$ cat src/rtl/lcdc_pkg.sv
package lcdc_pkg;

    typedef enum logic [3:0] {
        SEL_TIM0    = 4'd0,
        SEL_TIM1    = 4'd1,
        SEL_TIM2    = 4'd2,
        SEL_TIM3    = 4'd3,
        SEL_UBASE   = 4'd4,
        SEL_LBASE   = 4'd5,
        SEL_MASK    = 4'd6,
        SEL_CTRL    = 4'd7,
        SEL_RAW     = 4'd8,
        SEL_MSTAT   = 4'd9,
        SEL_CLEAR   = 4'd10,
        SEL_UCUR    = 4'd11,
        SEL_LCUR    = 4'd12,
        SEL_IDENT   = 4'd13,
        SEL_NONE    = 4'd14
    } reg_sel_e;

    typedef enum logic [1:0] {
        LAYOUT_BASE  = 2'd0,
        LAYOUT_BOARD = 2'd1,
        LAYOUT_EXT   = 2'd2,
        LAYOUT_EXT2  = 2'd3
    } layout_e;

    localparam int CTRL_EN_BIT  = 0;
    localparam int CTRL_PWR_BIT = 11;
    localparam int ID_WORDS     = 8;

endpackage

$ cat src/rtl/lcdc_addr_dec.sv
module lcdc_addr_dec
    import lcdc_pkg::*;
#(
    parameter int ADDR_W = 12
) (
    input  logic [ADDR_W-1:0] addr_i,
    input  logic [1:0]        layout_i,
    output reg_sel_e          sel_o,
    output logic [2:0]        id_idx_o
);
    localparam int WORD_W   = ADDR_W - 2;
    localparam int WORDS    = 1 << WORD_W;
    localparam int ID_FIRST = WORDS - ID_WORDS;

    logic [WORD_W-1:0] word;
    logic              swapped;

    assign word     = addr_i[ADDR_W-1:2];
    assign swapped  = (layout_i != LAYOUT_BASE);
    assign id_idx_o = word[2:0];

    always_comb begin
        sel_o = SEL_NONE;
        if (int'(word) >= ID_FIRST) begin
            sel_o = SEL_IDENT;
        end else begin
            case (int'(word))
                0:  sel_o = SEL_TIM0;
                1:  sel_o = SEL_TIM1;
                2:  sel_o = SEL_TIM2;
                3:  sel_o = SEL_TIM3;
                4:  sel_o = SEL_UBASE;
                5:  sel_o = SEL_LBASE;
                6:  sel_o = swapped ? SEL_CTRL : SEL_MASK;
                7:  sel_o = swapped ? SEL_MASK : SEL_CTRL;
                8:  sel_o = SEL_RAW;
                9:  sel_o = SEL_MSTAT;
                10: sel_o = SEL_CLEAR;
                11: sel_o = SEL_UCUR;
                12: sel_o = SEL_LCUR;
                default: sel_o = SEL_NONE;
            endcase
        end
    end
endmodule

$ cat src/rtl/lcdc_id_rom.sv
module lcdc_id_rom
    import lcdc_pkg::*;
(
    input  logic [1:0] layout_i,
    input  logic [2:0] idx_i,
    output logic [7:0] byte_o
);
    logic ext;
    assign ext = (layout_i == LAYOUT_EXT) || (layout_i == LAYOUT_EXT2);

    always_comb begin
        case (idx_i)
            3'd0: byte_o = ext ? 8'h11 : 8'h10;
            3'd1: byte_o = 8'h11;
            3'd2: byte_o = ext ? 8'h24 : 8'h04;
            3'd3: byte_o = 8'h00;
            3'd4: byte_o = 8'h0D;
            3'd5: byte_o = 8'hF0;
            3'd6: byte_o = 8'h05;
            default: byte_o = 8'hB1;
        endcase
    end
endmodule

$ cat src/rtl/lcdc_geom.sv
module lcdc_geom #(
    parameter int DATA_W = 32,
    parameter int COL_W  = 11,
    parameter int ROW_W  = 11
) (
    input  logic [DATA_W-1:0] tim0_i,
    input  logic [DATA_W-1:0] tim1_i,
    output logic [COL_W-1:0]  cols_o,
    output logic [ROW_W-1:0]  rows_o
);
    // ((v & 0xFC) + 4) * 4 == (v[7:2] + 1) << 4
    logic [6:0]  col_units;
    logic [10:0] row_count;

    assign col_units = {1'b0, tim0_i[7:2]} + 7'd1;
    assign row_count = {1'b0, tim1_i[9:0]} + 11'd1;
    assign cols_o    = COL_W'({col_units, 4'b0000});
    assign rows_o    = ROW_W'(row_count);
endmodule

$ cat src/rtl/lcdc_regfile.sv
module lcdc_regfile
    import lcdc_pkg::*;
#(
    parameter int ADDR_W = 12,
    parameter int DATA_W = 32,
    parameter int IRQ_W  = 5,
    parameter int COL_W  = 11,
    parameter int ROW_W  = 11
) (
    input  logic              clk,
    input  logic              rst_n,
    input  logic [1:0]        layout_i,
    input  logic              bus_sel_i,
    input  logic              bus_wr_i,
    input  logic [ADDR_W-1:0] bus_addr_i,
    input  logic [DATA_W-1:0] bus_wdata_i,
    output logic [DATA_W-1:0] bus_rdata_o,
    input  logic [IRQ_W-1:0]  irq_set_i,
    output logic [COL_W-1:0]  cols_o,
    output logic [ROW_W-1:0]  rows_o,
    output logic [2:0]        depth_o,
    output logic              enabled_o,
    output logic              wr_pulse_o
);
    localparam int TIM_N = 4;

    typedef struct packed {
        logic [TIM_N-1:0][DATA_W-1:0] tim;
        logic [DATA_W-1:0]            ubase;
        logic [DATA_W-1:0]            lbase;
        logic [DATA_W-1:0]            ctrl;
        logic [IRQ_W-1:0]             mask;
        logic [IRQ_W-1:0]             raw;
        logic [COL_W-1:0]             cols;
        logic [ROW_W-1:0]             rows;
        logic                         pulse;
    } state_t;

    state_t   st_d, st_q;
    reg_sel_e sel;
    logic [2:0] id_idx;
    logic [7:0] id_byte;
    logic [COL_W-1:0] new_cols;
    logic [ROW_W-1:0] new_rows;
    logic do_wr;

    lcdc_addr_dec #(.ADDR_W(ADDR_W)) u_dec (
        .addr_i   (bus_addr_i),
        .layout_i (layout_i),
        .sel_o    (sel),
        .id_idx_o (id_idx)
    );

    lcdc_id_rom u_id (
        .layout_i (layout_i),
        .idx_i    (id_idx),
        .byte_o   (id_byte)
    );

    lcdc_geom #(.DATA_W(DATA_W), .COL_W(COL_W), .ROW_W(ROW_W)) u_geom (
        .tim0_i (bus_wdata_i),
        .tim1_i (bus_wdata_i),
        .cols_o (new_cols),
        .rows_o (new_rows)
    );

    assign do_wr = bus_sel_i && bus_wr_i;

    always_comb begin
        st_d       = st_q;
        st_d.pulse = 1'b0;
        st_d.raw   = st_q.raw;
        if (do_wr) begin
            case (sel)
                SEL_TIM0: begin
                    st_d.tim[0] = bus_wdata_i;
                    st_d.cols   = new_cols;
                    st_d.pulse  = 1'b1;
                end
                SEL_TIM1: begin
                    st_d.tim[1] = bus_wdata_i;
                    st_d.rows   = new_rows;
                    st_d.pulse  = 1'b1;
                end
                SEL_TIM2: begin
                    st_d.tim[2] = bus_wdata_i;
                    st_d.pulse  = 1'b1;
                end
                SEL_TIM3: begin
                    st_d.tim[3] = bus_wdata_i;
                    st_d.pulse  = 1'b1;
                end
                SEL_UBASE: begin
                    st_d.ubase = bus_wdata_i;
                    st_d.pulse = 1'b1;
                end
                SEL_LBASE: begin
                    st_d.lbase = bus_wdata_i;
                    st_d.pulse = 1'b1;
                end
                SEL_MASK: begin
                    st_d.mask  = bus_wdata_i[IRQ_W-1:0];
                    st_d.pulse = 1'b1;
                end
                SEL_CTRL: begin
                    st_d.ctrl  = bus_wdata_i;
                    st_d.pulse = 1'b1;
                end
                SEL_CLEAR: begin
                    st_d.raw   = st_q.raw & ~bus_wdata_i[IRQ_W-1:0];
                    st_d.pulse = 1'b1;
                end
                default: ;
            endcase
        end
        // a new event wins over a clear of the same bit
        st_d.raw = st_d.raw | irq_set_i;
    end

    always_ff @(posedge clk) begin
        if (!rst_n) begin
            st_q <= '0;
        end else begin
            st_q <= st_d;
        end
    end

    always_comb begin
        bus_rdata_o = '0;
        case (sel)
            SEL_TIM0:  bus_rdata_o = st_q.tim[0];
            SEL_TIM1:  bus_rdata_o = st_q.tim[1];
            SEL_TIM2:  bus_rdata_o = st_q.tim[2];
            SEL_TIM3:  bus_rdata_o = st_q.tim[3];
            SEL_UBASE,
            SEL_UCUR:  bus_rdata_o = st_q.ubase;
            SEL_LBASE,
            SEL_LCUR:  bus_rdata_o = st_q.lbase;
            SEL_MASK:  bus_rdata_o = DATA_W'(st_q.mask);
            SEL_CTRL:  bus_rdata_o = st_q.ctrl;
            SEL_RAW:   bus_rdata_o = DATA_W'(st_q.raw);
            SEL_MSTAT: bus_rdata_o = DATA_W'(st_q.raw & st_q.mask);
            SEL_IDENT: bus_rdata_o = DATA_W'(id_byte);
            default:   bus_rdata_o = '0;
        endcase
    end

    assign cols_o     = st_q.cols;
    assign rows_o     = st_q.rows;
    assign depth_o    = st_q.ctrl[3:1];
    assign enabled_o  = st_q.ctrl[CTRL_EN_BIT] & st_q.ctrl[CTRL_PWR_BIT];
    assign wr_pulse_o = st_q.pulse;
endmodule

$ cat config.mk
export PLATFORM = sky130hd
export DESIGN_NAME = lcdc_regfile
export DESIGN_NICKNAME = d
export VERILOG_FILES = /design/src/rtl/lcdc_pkg.sv /design/src/rtl/lcdc_addr_dec.sv /design/src/rtl/lcdc_id_rom.sv /design/src/rtl/lcdc_geom.sv /design/src/rtl/lcdc_regfile.sv
export SDC_FILE = /design/constraint.sdc
export NUM_CORES = 1
export LEC_CHECK = 0
export ABC_AREA = 1
export CORE_MARGIN = 8
export CORE_UTILIZATION = 34
export CTS_BUF_LIST = sky130_fd_sc_hd__clkbuf_4 sky130_fd_sc_hd__clkbuf_8
export CTS_CLUSTER_DIAMETER = 50
export CTS_CLUSTER_SIZE = 25
export DETAILED_ROUTE_END_ITERATION = 10
export GPL_TIMING_DRIVEN = 0
export PLACE_DENSITY = 0.61
export REMOVE_ABC_BUFFERS = 1
export SKIP_CTS_REPAIR_TIMING = 1
export SYNTH_ARGS = -nofsm -noshare
export SYNTH_HDL_FRONTEND = slang
export SYNTH_SLANG_ARGS = --single-unit
$ cat constraint.sdc
create_clock -name clk -period 2.28 [get_ports clk]
set_input_delay 0.456 -clock clk [delete_from_list [all_inputs] [get_ports clk]]
set_output_delay 0.456 -clock clk [all_outputs]
set_load 0.005 [all_outputs]
==> key figures <==
Status
  – Status: finished with violations
  – Violated checks: setup timing

Synthesis
  – #FFs+latches synth: 253
  – Mux cell area share after synthesis: 0
  – Synth async-reset ratio: 0
  – Post-Synth XOR/XNOR Area: 0.007662
  – Syn. warnings: 0
  – Main synth FF type: dfxtp_1
  – Compound-Gate Fraction of Synth Area: 0.2012
  – Main combinational cell family by area after synthesis: simple AND/OR/NAND/NOR gates
  – Seq/Total Area, Yosys: 0.4431
  – Post-synthesis cell area: 11430 sq um
  – Netlist cell types: 40
  – Synth Area in Simple Gates: 0.2387
  – Post-synth EDFFs: 0
  – Avg Cell Area, Syn: 7.056 sq um
  – Synth Area in Adders: 0.002189
  – Syn Inst Count: 1620

Drt
  – DRC violations left: 0
  – First-iteration detailed-routing DRC count: 980
  – Vias post-DR: 11176
  – Total Wirelength: 40.08 mm
  – DRT antenna net count: 0
  – DR pass1 iterations: 5
  – Vias per cell: 5.122
  – WL/cell: 18.37 um

Finish
  – Post-layout util: 0.4376
  – Commonest non-fill, non-tap cells in the layout: nand2_1, dfxtp_1, nor2_1, a21oi_1, o21ai_0
  – Fillers: 3347
  – Layout cell share with drive strength beyond 1: 0.1724
  – Commonest non-fill, non-tap cell in the layout: nand2_1
  – Antenna Cells: 0
  – Final nets: 1774
  – Layout area overhead: 27.74%

Floorplanning
  – IO Count: 114
  – Core outline area: 33360 sq um
  – Site Rows: 67
  – Initial Utilization: 0.3426
  – Full die area: 39740 sq um
  – Die height: 199.4 um
  – Die X: 199.4 um

Clocking
  – Worst-Skew Late Latency: 0.56 ns
  – Num CTS Buffers: 24
  – Clock Pin Slew Worst Setup and Hold Paths: 0.11 ns
  – H-tree depth: 1
  – Clock Sinks: 253
  – CTS tree: yes
  – Root Buffer Master: clkbuf_8
  – CTS max path bufs: 3

Flow run
  – Number of max-cap violations: 0

Power and ir drop
  – Reg power frac: 0.544
  – Sw frac: 0.2554
  – Leak: 5.730 nW
  – Pwr/cell area: 557.1 nW/um^2
  – Clock power frac: 0.399
  – NetSw: 2.078 mW
  – Maximum vdd ir drop: 0.3336 mV
  – Comb pwr share: 0.057
  – Cell-internal power: 6.057 mW

Place
  – I/O Buffers: 107
  – Post-DP HPWL: 20.66 mm
  – Post-Place Worst Slack: -2.231 ns
  – RePlAce Congestion: 0.8567

Global routing
  – Largest net degree at the start of global routing: 92
  – Vias in the first global route: 9588
  – GRT Total Usage: 0.1677
  – Initial antenna violation count: 0
  – First-pass GRT wire length: 53.79 mm
  – GRT Residual Overflow: 0

STA
  – RSZ-0062 raised after global routing: yes
  – Slew Viols, Final: 0
  – Layout Skew: 0 ns
  – Post-route setup slack: -0.5658 ns
  – Final Setup Violations: 32
  – Fmax: 351.4 MHz
  – Final worst path period need: 2.846 ns
  – Worst Max-Slew Pin Slew: 1.111 ns
  – Hold Vio Cnt, Final: 0
  – Final period util: 1.248
  – Hold_ws: 0.3592 ns
  – Slew margin rel.: 0.2585

Setup path
  – Setup crit end kind: primary output
  – Most frequent cell on the critical path: nand4_1
  – Req. time, crit path: 1.82 ns
  – Crit-path cells: buf_8 -> nor2_4 -> nand2_4 -> inv_6 -> nand4_1 -> nand2_2 -> nand4_1 -> buf_4 -> buf_6 -> o21bai_1 -> nor2_1 -> nand3_1 -> buf_2
  – Startpoint Class: primary input
  – Critical-path maximum fanout: 7
  – Worst path slowest cell: nand4_1
  – CP Class: primary input to primary output
  – Delay of the slowest cell on the worst path: 0.28 ns
  – Crit path arrival time: 2.39 ns

Hold path
  – Hold Path Class: primary input to flop
[cells in the mapped netlist, types with 26 or more instances]
| library cell | instances | area share |
|---|---|---|
| inv_1 | 136 | 0.045 |
| o21ai_0 | 150 | 0.066 |
| nand3_1 | 45 | 0.020 |
| nand2_1 | 308 | 0.10 |
| a21oi_1 | 191 | 0.084 |
| o21ai_1 | 45 | 0.020 |
| buf_4 | 26 | 0.017 |
| nor2_1 | 210 | 0.069 |
| a22oi_1 | 26 | 0.017 |
| clkbuf_1 | 73 | 0.024 |
| dfxtp_1 | 253 | 0.44 |
| buf_2 | 26 | 0.011 |
[final cells by class]
cell class	instances	area (sq um)	share of cell area
multi-input combinational	1096	5834	0.3996
sequential	253	5065	0.3469
timing repair buffer	184	1782	0.1220
inverter	151	686.9	0.04704
tap	448	560.5	0.03839
clock buffer	26	351.6	0.02408
clock inverter	17	224.0	0.01534
timing repair inverter	7	97.59	0.006684
[flip-flops by register name, summed over array words and instances, names as in the netlist]
| register | flops |
|---|---|
| st_q | 231 |
| cols_o | 7 |
| wr_pulse_o | 1 |
| rows_o | 11 |
| depth_o | 3 |
[worst max-delay path: cells and delay by family]
| family | cells | cell delay (ns) |
|---|---|---|
| buffers and inverters | 5 | 0.71 |
| AOI/OAI and AO/OA | 1 | 0.13 |
| and+or+nand+nor | 7 | 1.08 |
[metrics by stage]
step	power, mW	area [sq um]	setup TNS (ns)	cells
final	8.135	14600	-14.95	2182
after global routing	8.406	14600	-20.64	2182
after CTS	8.128	13140	-255.30	2095
after detailed placement	4.924	12570	-401.18	2052
after global placement	4.929	12420	-1235.98	2047
after floorplan	4.668	10790	-84.17	1492
[power groups by stage]
stage / registers, mW / clock network [mW] / logic [mW]
floorplan: 4.53 / 0 / 0.139
global placement: 4.53 / 0 / 0.399
detailed placement: 4.53 / 0 / 0.393
CTS: 4.43 / 3.31 / 0.395
global route: 4.43 / 3.48 / 0.495
finish: 4.43 / 3.24 / 0.462
[metal layers]
metal	part of all wire	up-vias	GRT usage
met5	0	-	0
met4	0.024	0	0.03896
met3	0.070	68	0.02593
met2	0.47	395	0.2842
met1	0.43	5274	0.2217
li1	-	5439	-
[path summary, 6_finish.rpt]
check                        start                    end  slack (ns)  cells past startpoint
max reg2reg    st_q[26]$_SDFF_PN0_    st_q[26]$_SDFF_PN0_        1.52                      4
max                  bus_addr_i[8]         bus_rdata_o[0]       -0.57                     13
min                          rst_n  st_q[30]$_SDFFE_PN0P_        0.36                      3
min reg2reg  st_q[82]$_SDFFE_PN0P_  st_q[82]$_SDFFE_PN0P_        0.45                      2
[cells by family after synthesis]
group,Yosys count
and+or+nand+nor,635
adders and majority gates,2
other,1
xor gates and xnor gates,10
AOI/OAI and AO/OA,437
buffers and inverters,282
DFF,253
Note: power is estimated with default switching activity, not from simulation.
